**src/rtl/flash_erase_pkg.sv**
```systemverilog
package flash_erase_pkg;
    typedef enum logic [3:0] {
        S_IDLE,
        S_SWE_ON,
        S_SEL,
        S_ESU_ON,
        S_ERASE,
        S_ERS_OFF,
        S_ESU_OFF,
        S_EV_ON,
        S_DWR,
        S_RDW,
        S_RD,
        S_EV_OFF,
        S_SWE_OFF
    } fe_state_e;
endpackage

```
**src/rtl/flash_erase_pick.sv**
```systemverilog
// Lowest-index pending block selector.
module flash_erase_pick #(
    parameter int NBLK  = 4,
    parameter int BLK_W = (NBLK > 1) ? $clog2(NBLK) : 1
) (
    input  logic [NBLK-1:0]  mask_i,
    output logic [BLK_W-1:0] idx_o,
    output logic             any_o
);
    always_comb begin
        idx_o = '0;
        for (int i = NBLK - 1; i >= 0; i--) begin
            if (mask_i[i]) idx_o = BLK_W'(i);
        end
    end
    assign any_o = |mask_i;
endmodule

```
**src/rtl/flash_erase_tmr.sv**
```systemverilog
// Shared wait counter: a load of W makes expire_o rise after max(W,1) cycles.
module flash_erase_tmr #(
    parameter int CNT_W = 16
) (
    input  logic             clk,
    input  logic             rst_n,
    input  logic             load_i,
    input  logic [CNT_W-1:0] val_i,
    output logic             expire_o
);
    logic [CNT_W-1:0] cnt_d, cnt_q;

    always_comb begin
        cnt_d = cnt_q;
        if (load_i)          cnt_d = val_i;
        else if (cnt_q > 1)  cnt_d = cnt_q - 1'b1;
    end

    always_ff @(posedge clk) begin
        if (!rst_n) cnt_q <= '0;
        else        cnt_q <= cnt_d;
    end

    assign expire_o = (cnt_q <= 1);
endmodule

```
**src/rtl/flash_erase_seq.sv**
```systemverilog
module flash_erase_seq
    import flash_erase_pkg::*;
#(
    parameter int NBLK    = 4,
    parameter int ADDR_W  = 3,
    parameter int CNT_W   = 16,
    parameter int DATA_W  = 16,
    parameter int TRY_W   = 4,
    parameter int ERS_MAX = 4000,
    localparam int BLK_W  = (NBLK > 1) ? $clog2(NBLK) : 1
) (
    input  logic              clk,
    input  logic              rst_n,
    input  logic              start_i,
    input  logic [NBLK-1:0]   blk_mask_i,
    input  logic [CNT_W-1:0]  t_swe_i,
    input  logic [CNT_W-1:0]  t_esu_i,
    input  logic [CNT_W-1:0]  t_erase_i,
    input  logic [CNT_W-1:0]  t_esu_off_i,
    input  logic [CNT_W-1:0]  t_wdt_clr_i,
    input  logic [CNT_W-1:0]  t_ev_on_i,
    input  logic [CNT_W-1:0]  t_rd_i,
    input  logic [CNT_W-1:0]  t_ev_off_i,
    input  logic [CNT_W-1:0]  t_swe_off_i,
    input  logic [TRY_W-1:0]  max_tries_i,
    input  logic [DATA_W-1:0] flash_rdata_i,
    output logic              swe_o,
    output logic [NBLK-1:0]   blk_sel_o,
    output logic              esu_o,
    output logic              ers_o,
    output logic              ev_o,
    output logic              wdt_arm_o,
    output logic              flash_we_o,
    output logic              flash_re_o,
    output logic [ADDR_W-1:0] flash_addr_o,
    output logic [DATA_W-1:0] flash_wdata_o,
    output logic              busy_o,
    output logic              done_o,
    output logic              fail_o,
    output logic [BLK_W-1:0]  fail_blk_o
);
    localparam logic [CNT_W-1:0] ERS_CAP = CNT_W'(ERS_MAX);

    typedef struct packed {
        fe_state_e         st;
        logic [NBLK-1:0]   rem;
        logic [BLK_W-1:0]  blk;
        logic [ADDR_W-1:0] addr;
        logic [TRY_W-1:0]  tries;
        logic              done;
        logic              fail;
        logic [BLK_W-1:0]  fail_blk;
    } seq_t;

    seq_t r_d, r_q;
    logic             ld;
    logic [CNT_W-1:0] ldv;
    logic             expire;
    logic [BLK_W-1:0] pick_idx;
    logic             pick_any;
    logic [CNT_W-1:0] ers_len;
    logic             word_ok;

    flash_erase_pick #(.NBLK(NBLK), .BLK_W(BLK_W)) pick_i (
        .mask_i (r_q.rem),
        .idx_o  (pick_idx),
        .any_o  (pick_any)
    );

    flash_erase_tmr #(.CNT_W(CNT_W)) tmr_i (
        .clk      (clk),
        .rst_n    (rst_n),
        .load_i   (ld),
        .val_i    (ldv),
        .expire_o (expire)
    );

    assign ers_len = (t_erase_i > ERS_CAP) ? ERS_CAP : t_erase_i;
    assign word_ok = &flash_rdata_i;

    always_comb begin
        r_d = r_q;
        ld  = 1'b0;
        ldv = '0;
        unique case (r_q.st)
            S_IDLE: if (start_i && |blk_mask_i) begin
                r_d.st = S_SWE_ON; r_d.rem = blk_mask_i;
                r_d.done = 1'b0; r_d.fail = 1'b0; r_d.fail_blk = '0;
                ld = 1'b1; ldv = t_swe_i;
            end
            S_SWE_ON: if (expire) begin
                r_d.st = S_SEL; r_d.blk = pick_idx; r_d.tries = '0;
                ld = 1'b1;
            end
            S_SEL: begin
                r_d.st = S_ESU_ON; r_d.addr = '0;
                ld = 1'b1; ldv = t_esu_i;
            end
            S_ESU_ON: if (expire) begin
                r_d.st = S_ERASE;
                if (r_q.tries != '1) r_d.tries = r_q.tries + 1'b1;
                ld = 1'b1; ldv = ers_len;
            end
            S_ERASE: if (expire) begin
                r_d.st = S_ERS_OFF; ld = 1'b1; ldv = t_esu_off_i;
            end
            S_ERS_OFF: if (expire) begin
                r_d.st = S_ESU_OFF; ld = 1'b1; ldv = t_wdt_clr_i;
            end
            S_ESU_OFF: if (expire) begin
                r_d.st = S_EV_ON; r_d.addr = '0; ld = 1'b1; ldv = t_ev_on_i;
            end
            S_EV_ON: if (expire) begin
                r_d.st = S_DWR; ld = 1'b1;
            end
            S_DWR: begin
                r_d.st = S_RDW; ld = 1'b1; ldv = t_rd_i;
            end
            S_RDW: if (expire) begin
                r_d.st = S_RD; ld = 1'b1;
            end
            S_RD: begin
                ld = 1'b1;
                if (word_ok) begin
                    if (&r_q.addr) begin
                        r_d.st = S_EV_OFF; r_d.rem[r_q.blk] = 1'b0;
                        ldv = t_ev_off_i;
                    end else begin
                        r_d.st = S_DWR; r_d.addr = r_q.addr + 1'b1;
                    end
                end else if (r_q.tries >= max_tries_i) begin
                    r_d.st = S_EV_OFF; r_d.fail = 1'b1; r_d.fail_blk = r_q.blk;
                    ldv = t_ev_off_i;
                end else begin
                    r_d.st = S_SEL;
                end
            end
            S_EV_OFF: if (expire) begin
                ld = 1'b1;
                if (!r_q.fail && pick_any) begin
                    r_d.st = S_SEL; r_d.blk = pick_idx; r_d.tries = '0;
                end else begin
                    r_d.st = S_SWE_OFF; ldv = t_swe_off_i;
                end
            end
            S_SWE_OFF: if (expire) begin
                r_d.st = S_IDLE;
                if (!r_q.fail) r_d.done = 1'b1;
            end
            default: r_d.st = S_IDLE;
        endcase
    end

    always_ff @(posedge clk) begin
        if (!rst_n) begin
            r_q.st       <= S_IDLE;
            r_q.rem      <= '0;
            r_q.blk      <= '0;
            r_q.addr     <= '0;
            r_q.tries    <= '0;
            r_q.done     <= 1'b0;
            r_q.fail     <= 1'b0;
            r_q.fail_blk <= '0;
        end else begin
            r_q <= r_d;
        end
    end

    logic in_blk;
    assign in_blk = (r_q.st inside {S_SEL, S_ESU_ON, S_ERASE, S_ERS_OFF, S_ESU_OFF,
                                    S_EV_ON, S_DWR, S_RDW, S_RD, S_EV_OFF});

    assign swe_o         = (r_q.st != S_IDLE) && (r_q.st != S_SWE_OFF);
    assign blk_sel_o     = in_blk ? (NBLK'(1) << r_q.blk) : '0;
    assign wdt_arm_o     = (r_q.st inside {S_SEL, S_ESU_ON, S_ERASE, S_ERS_OFF, S_ESU_OFF});
    assign esu_o         = (r_q.st inside {S_ESU_ON, S_ERASE, S_ERS_OFF});
    assign ers_o         = (r_q.st == S_ERASE);
    assign ev_o          = (r_q.st inside {S_EV_ON, S_DWR, S_RDW, S_RD});
    assign flash_we_o    = (r_q.st == S_DWR);
    assign flash_re_o    = (r_q.st == S_RD);
    assign flash_addr_o  = r_q.addr;
    assign flash_wdata_o = '1;
    assign busy_o        = (r_q.st != S_IDLE);
    assign done_o        = r_q.done && (r_q.st == S_IDLE);
    assign fail_o        = r_q.fail && (r_q.st == S_IDLE);
    assign fail_blk_o    = r_q.fail_blk;
endmodule

```
**config.mk**
```make
export PLATFORM = sky130hd
export DESIGN_NAME = flash_erase_seq
export DESIGN_NICKNAME = d
export VERILOG_FILES = /design/src/rtl/flash_erase_pkg.sv /design/src/rtl/flash_erase_pick.sv /design/src/rtl/flash_erase_tmr.sv /design/src/rtl/flash_erase_seq.sv
export SDC_FILE = /design/constraint.sdc
export NUM_CORES = 1
export LEC_CHECK = 0
export BUFFER_PORTS_ARGS = -buffer_cell sky130_fd_sc_hd__buf_2
export CORE_MARGIN = 10
export CORE_UTILIZATION = 35
export CTS_CLUSTER_SIZE = 20
export DETAILED_ROUTE_END_ITERATION = 12
export PLACE_DENSITY_LB_ADDON = 0.05
export SYNTH_ARGS = -nofsm -noshare
export SYNTH_HDL_FRONTEND = slang
export SYNTH_SLANG_ARGS = --single-unit
export TNS_END_PERCENT = 30
```
**constraint.sdc**
```tcl
create_clock -name clk -period 4.4 [get_ports clk]
set_input_delay 0.44 -clock clk [delete_from_list [all_inputs] [get_ports clk]]
set_output_delay 0.44 -clock clk [all_outputs]
set_load 0.1 [all_outputs]
```
==> After elaboration in Yosys (flattened, before gate mapping) <==
Index checks and enable logic that the tools add are counted.
{ "word_totals": {"reg_bits": 37, "input_bits": 171, "output_inout_bits": 35, "word_cells": 147} }
{ "op_classes": {"n_addsub": 3, "n_lt_le_gt_ge": 6, "n_eq_ne": 32, "shifts": 1, "muxes": 62, "n_bitwise": 2, "reduce_logical": 32} }
{ "op_table": {"columns": ["cell", "n"], "rows": [
  ["$mux W16", 13],
  ["$pmux W16 S9", 1],
  ["$mux W4", 20],
  ["$pmux W4 S13", 1],
  ["$ne A2 B2 Y1 const B", 14],
  ["$eq A4 B4 Y1 const B", 5],
  ["$reduce_and A4 Y1", 5],
  ["$eq A4 B3 Y1 const B", 4],
  ["$gt A16 B1 Y1 const B", 1],
  ["$gt A16 B12 Y1 const B", 1],
  ["$le A16 B1 Y1 const B", 1],
  ["$mux W2", 8],
  ["$reduce_and A16 Y1", 1],
  ["$sub A16 B1 Y16 const B", 1],
  ["$mux W3", 5],
  ["$pmux W4 S3", 1],
  ["$reduce_and A10 Y1", 1],
  ["$reduce_bool A10 Y1", 1],
  ["$pmux W3 S3", 1],
  ["$reduce_bool A3 Y1", 3],
  ["$eq A4 B2 Y1 const B", 2],
  ["$mux W8", 1],
  ["$ne A2 B1 Y1 const B", 4],
  ["$ne A4 B4 Y1 const B", 2],
  ["27 further kinds", 41]
]} }

==> Longest topological paths before layout <==
{ "logic_depth": {"ltp_word": 9, "depth_mapped": 10, "mapped_depth_nobuf": 8} }

==> By module <==
From an unflattened synthesis, not the netlist that was laid out.
{ "hier_totals": {"cells_unflattened": 497, "area_unflattened_um2": 3706.1} }
{ "by_module_without_submodules": {"columns": ["module", "n_inst", "cells_per_inst", "area_each_um2", "seq_area_each_um2"], "rows": [
  ["flash_erase_seq", 1, 379, 2741.4, 420.4],
  ["flash_erase_tmr", 1, 111, 929.6, 320.3],
  ["flash_erase_pick", 1, 7, 35.0, 0.0]
]} }

==> Least setup slack after synthesis <==
Ideal clock, no wire load.
{ "synth_timing": {"path_type": "register -> output", "start": "register r_q[18] (netlist bit)", "end": "output blk_sel_o[0]", "t_arrival_ps": 3624, "required_ps": 3960, "setup_slack_ps": 336, "stages_incl_launch_ff": 7, "path_buffers": 3, "cell_sequence": "dfxtp_1 -> buf_4 -> buf_1 -> clkbuf_1 -> nor3_1 -> a21oi_1 -> nor3b_1"} }
{ "synth_between": {"elab_chain_len": 3, "elab_cells_between_ends": 12, "cone_classes": "10 x eq/ne; 1 x mux; 1 x reduce/logical"} }
{ "synth_lines": {"columns": ["element", "line_no", "text"], "rows": [
  ["from (decl)", "flash_erase_seq.sv:55", "seq_t r_d, r_q;"],
  ["from (signal assigned)", "flash_erase_seq.sv:165", "r_q <= r_d;"],
  ["$eq A4 B2 Y1 (tied with other cells)", "flash_erase_seq.sv:170", "assign in_blk = (r_q.st inside {S_SEL, S_ESU_ON, S_ERASE, S_ERS_OFF, S_ESU_OFF,"],
  ["$reduce_bool A10 Y1 *", "flash_erase_seq.sv:170", null],
  ["$mux W4 *", "flash_erase_seq.sv:174", "assign blk_sel_o = in_blk ? (NBLK'(1) << r_q.blk) : '0;"],
  ["to (decl)", "flash_erase_seq.sv:28", "output logic [NBLK-1:0] blk_sel_o,"]
]} }
Mark *: on every way between the ends. The rest lies on a longest branch, timed or not.

==> Worst setup path in the final report <==
{ "layout_timing": {"start": "register r_q[18] (netlist bit)", "end": "register tmr_i.cnt_q[13]"} }
{ "layout_between": {"elab_chain_len": 4, "elab_cells_between_ends": 18, "cone_classes": "11 x eq/ne; 3 x mux; 4 x reduce/logical"} }
{ "layout_lines": {"columns": ["element", "line_no", "text"], "rows": [
  ["$eq A4 B3 Y1 (tied with other cells)", "flash_erase_seq.sv:85", "unique case (r_q.st)"],
  ["$reduce_or A8 Y1 (no line) / $reduce_or A3 Y1 (equally long branches)", null, null],
  ["$pmux W1 S3", "flash_erase_seq.sv:85", null],
  ["$mux W16 / $reduce_bool A2 Y1 (equally long branches)", null, null],
  ["to (signal assigned)", "flash_erase_tmr.sv:21", "else cnt_q <= cnt_d;"],
  ["to (decl)", "flash_erase_tmr.sv:11", "logic [CNT_W-1:0] cnt_d, cnt_q;"]
]} }
Parallel ways exist; a longest one is shown, timed or not.
A chain may end at the register's enable or synchronous reset.

==> metrics.md <==
| Metric | Value |
|---|---|
| Post-Layout Cell Count | `802` |
| Post-synth EDFFs | `0` |
| Outcome | `finished, final reports clean` |
| VDD IR-drop max | `0.0002748 V` |
| PwrDens | `506.7 nW/µm²` |
| Total wire length | `14.92 mm` |
| Met2 Use GR | `0.2899` |
| Ys flop type | `dfxtp_1` |
| Register area share after synthesis | `0.1979` |
| Count of input and output buffers | `189` |
| Share of cells above drive strength 1 | `0.3378` |
| Gates resized, CTS repair | `0` |
| FF+latch count, synth | `37` |
| Pin count of the biggest net entering global routing | `41` |
| DR WL/cell | `between 15 and 20 µm` |
| Synth top cells by count | `nand2_1, o21ai_0, dfxtp_1, nor2_1, nand3_1` |
| Layout net count | `845` |
| Post-DP HPWL | `~12 mm` |
| Hold_buf cts | `0` |
| DRT iter0 DRCs | `between 300 and 400` |
| Crit path launch type | `flop` |
| Period minus WS final | `3045 ps` |
| Critical path arrival | `3270 ps` |
| Die height | `123.4 µm` |
| Yosys top cell by area | `dfxtp_1` |
| GR Overflow Total | `0` |
| Core area | `around 10,000 µm²` |
| Maximum clock frequency | `0.3285 GHz` |
| CTS tree | `built` |
| Worst-skew pair later-pin latency | `290 ps` |
| Starting Density | `0.3610` |
| Critical Path RT | `4630 ps` |
| CTS Sinks | `37` |
| Yosys cell types | `74` |
| Min-delay worst type | `in -> reg` |
| Die width | `between 100 and 150 µm` |
| Clock-pin slew on the worst setup and hold paths | `80 ps` |
| # DRC | `0` |
| Via density | `between 5 and 6` |
| Setup TNS | `0 ps` |
| WHS | `380.2 ps` |
| Reported max-cap violation count | `0` |
| P&R area growth vs syn | `25.87%` |
| Vias in the first global route | `4,438` |
| Slew @ Worst Pin | `1198 ps` |
| Yosys warnings | `0` |
| GR Layer Usage met3 | `0.05515` |
| Pre-CTS setup slack | `1354 ps` |
| Placed insts | `794` |
| Syn Inst Count | `508` |
| Final ANT Viol Nets | `0` |
| Clock buffer depth | `2` |
| CTS H-Tree Depth | `2` |
| Slew Viols, Final | `0` |
| GPL Wtd Cong | `0.9016` |
| Total power | `2.388 mW` |
| Clock skew | `4.678 ps` |
| Finish-stage setup viols | `0` |
| Rows | `37` |
| Synth Cell Area | `3744 µm²` |
| Mapped Avg Cell Area | `7.369 µm²` |
| Endpoint type of the worst setup path | `flop` |
| Crit path kind | `reg -> reg` |
| Final setup margin | `1355 ps` |
| First-pass GRT wire length | `22.94 mm` |
| Design area | `4712 µm²` |
| GRT Total Usage | `0.1850` |
| Die ar. | `15,230 µm²` |
| Fin crit share | `0.6919` |
| Fraction of registers with async set/reset | `0` |
| Max-slew headroom | `0.1995` |
| GR peak layer | `met2` |
| # Post-CTS Setup Buffers | `0` |
| RSZ-0062 raised after global routing | `no` |
| Leading cell type by number of instances after synthesis | `nand2_1` |
| Placement Cell Area | `between 4000 and 5000 µm²` |
| Core Util, Final | `0.4544` |
| IO Pins | `206` |
| CTS Buf Count | `5` |
| # diodes | `0` |
| CP Max Fanout | `40` |
| Number of fillers in the final layout | `1,095` |
| Detailed-route via count | `between 4,000 and 5,000` |
| Synth top area cells | `dfxtp_1, o21ai_0, mux2i_1` |
| Antenna violations before repair | `0` |
| Post-synth top area share | `0.1979` |
| Pleak | `2.088 nW` |
| First-pass DRT Iterations | `6` |
| Hold Vio Cnt, Final | `0` |
| Routing usage on met1 | `0.2494` |
| CTS Root Cell | `clkbuf_8` |
==> power breakdown <==
| part | leakage [nW] | internal (mW) | switching, mW | total [mW] |
|---|---|---|---|---|
| Sequential | 0.303 | 0.411 | 0.159 | 0.570 |
| Clock | 0.0439 | 0.110 | 0.135 | 0.244 |
| Combinational | 1.74 | 0.552 | 1.02 | 1.57 |
| Total | 2.09 | 1.07 | 1.31 | 2.39 |
==> per-layer routing <==
metal / vias up / wire length [µm]
li1: 2176 / -
met1: 2027 / 6761
met2: 206 / 6380
met3: 10 / 1672
met4: 0 / 99
met5: - / 0
==> state kept, by name, summed over array words and instances, names as in the netlist <==
register      flops
flash_addr_o      3
tmr_i.cnt_q      16
r_q              16
fail_blk_o        2
==> critical path: stages (launching register included) <==
cell	delay [ps]
dfxtp_2	970
inv_2	280
nor2_1	900
a22oi_1	220
o21ai_0	360
a221oi_1	100
a21oi_1	150
==> placed cells by master, fill, tap and decap left out, types with 13 or more instances in the layout <==
| cell | synthesis | routed |
|---|---|---|
| mux2i_1 | 20 | 20 |
| a22oi_1 | 16 | 16 |
| a21oi_1 | 22 | 22 |
| conb_1 | 1 | 16 |
| dfxtp_1 | 37 | 36 |
| nand3_1 | 27 | 27 |
| o21ai_0 | 41 | 41 |
| buf_2 | 14 | 189 |
| nand4_1 | 13 | 13 |
| nand2_1 | 46 | 46 |
| nor2_1 | 36 | 36 |
==> area by class of cell <==
class	instances	area, µm²	area share
Sequential cell	37	742.0	0.1575
Multi-Input combinational cell	415	2685	0.5698
Timing Repair Buffer	194	983.4	0.2087
Inverter	12	45.04	0.009559
Clock buffer	5	68.82	0.01460
Clock inverter	3	17.52	0.003717
Tap cell	136	170.2	0.03611
==> path summary, 6_finish.rpt <==
check                                     start               to  slack (ps)  depth (start not counted)
worst max-delay path                    r_q[18]  tmr_i.cnt_q[13]        1360                          6
worst min register to register  flash_addr_o[2]  flash_addr_o[2]         490                          2
worst min-delay path             t_ev_off_i[13]  tmr_i.cnt_q[13]         380                          3
worst max register to register          r_q[18]  tmr_i.cnt_q[13]        1360                          6
==> logic make-up after synthesis <==
logic type / count (synthesis) / synth area share
and+or+nand+nor: 194 / 0.2844
AOI/OAI and AO/OA: 163 / 0.3028
buffers and inverters: 71 / 0.09993
DFF: 37 / 0.1979
muxes: 20 / 0.05348
xor gates and xnor gates: 13 / 0.03041
adders and majority gates: 9 / 0.03008
other: 1 / 0.001002
Note: power is estimated with default switching activity, not from simulation.
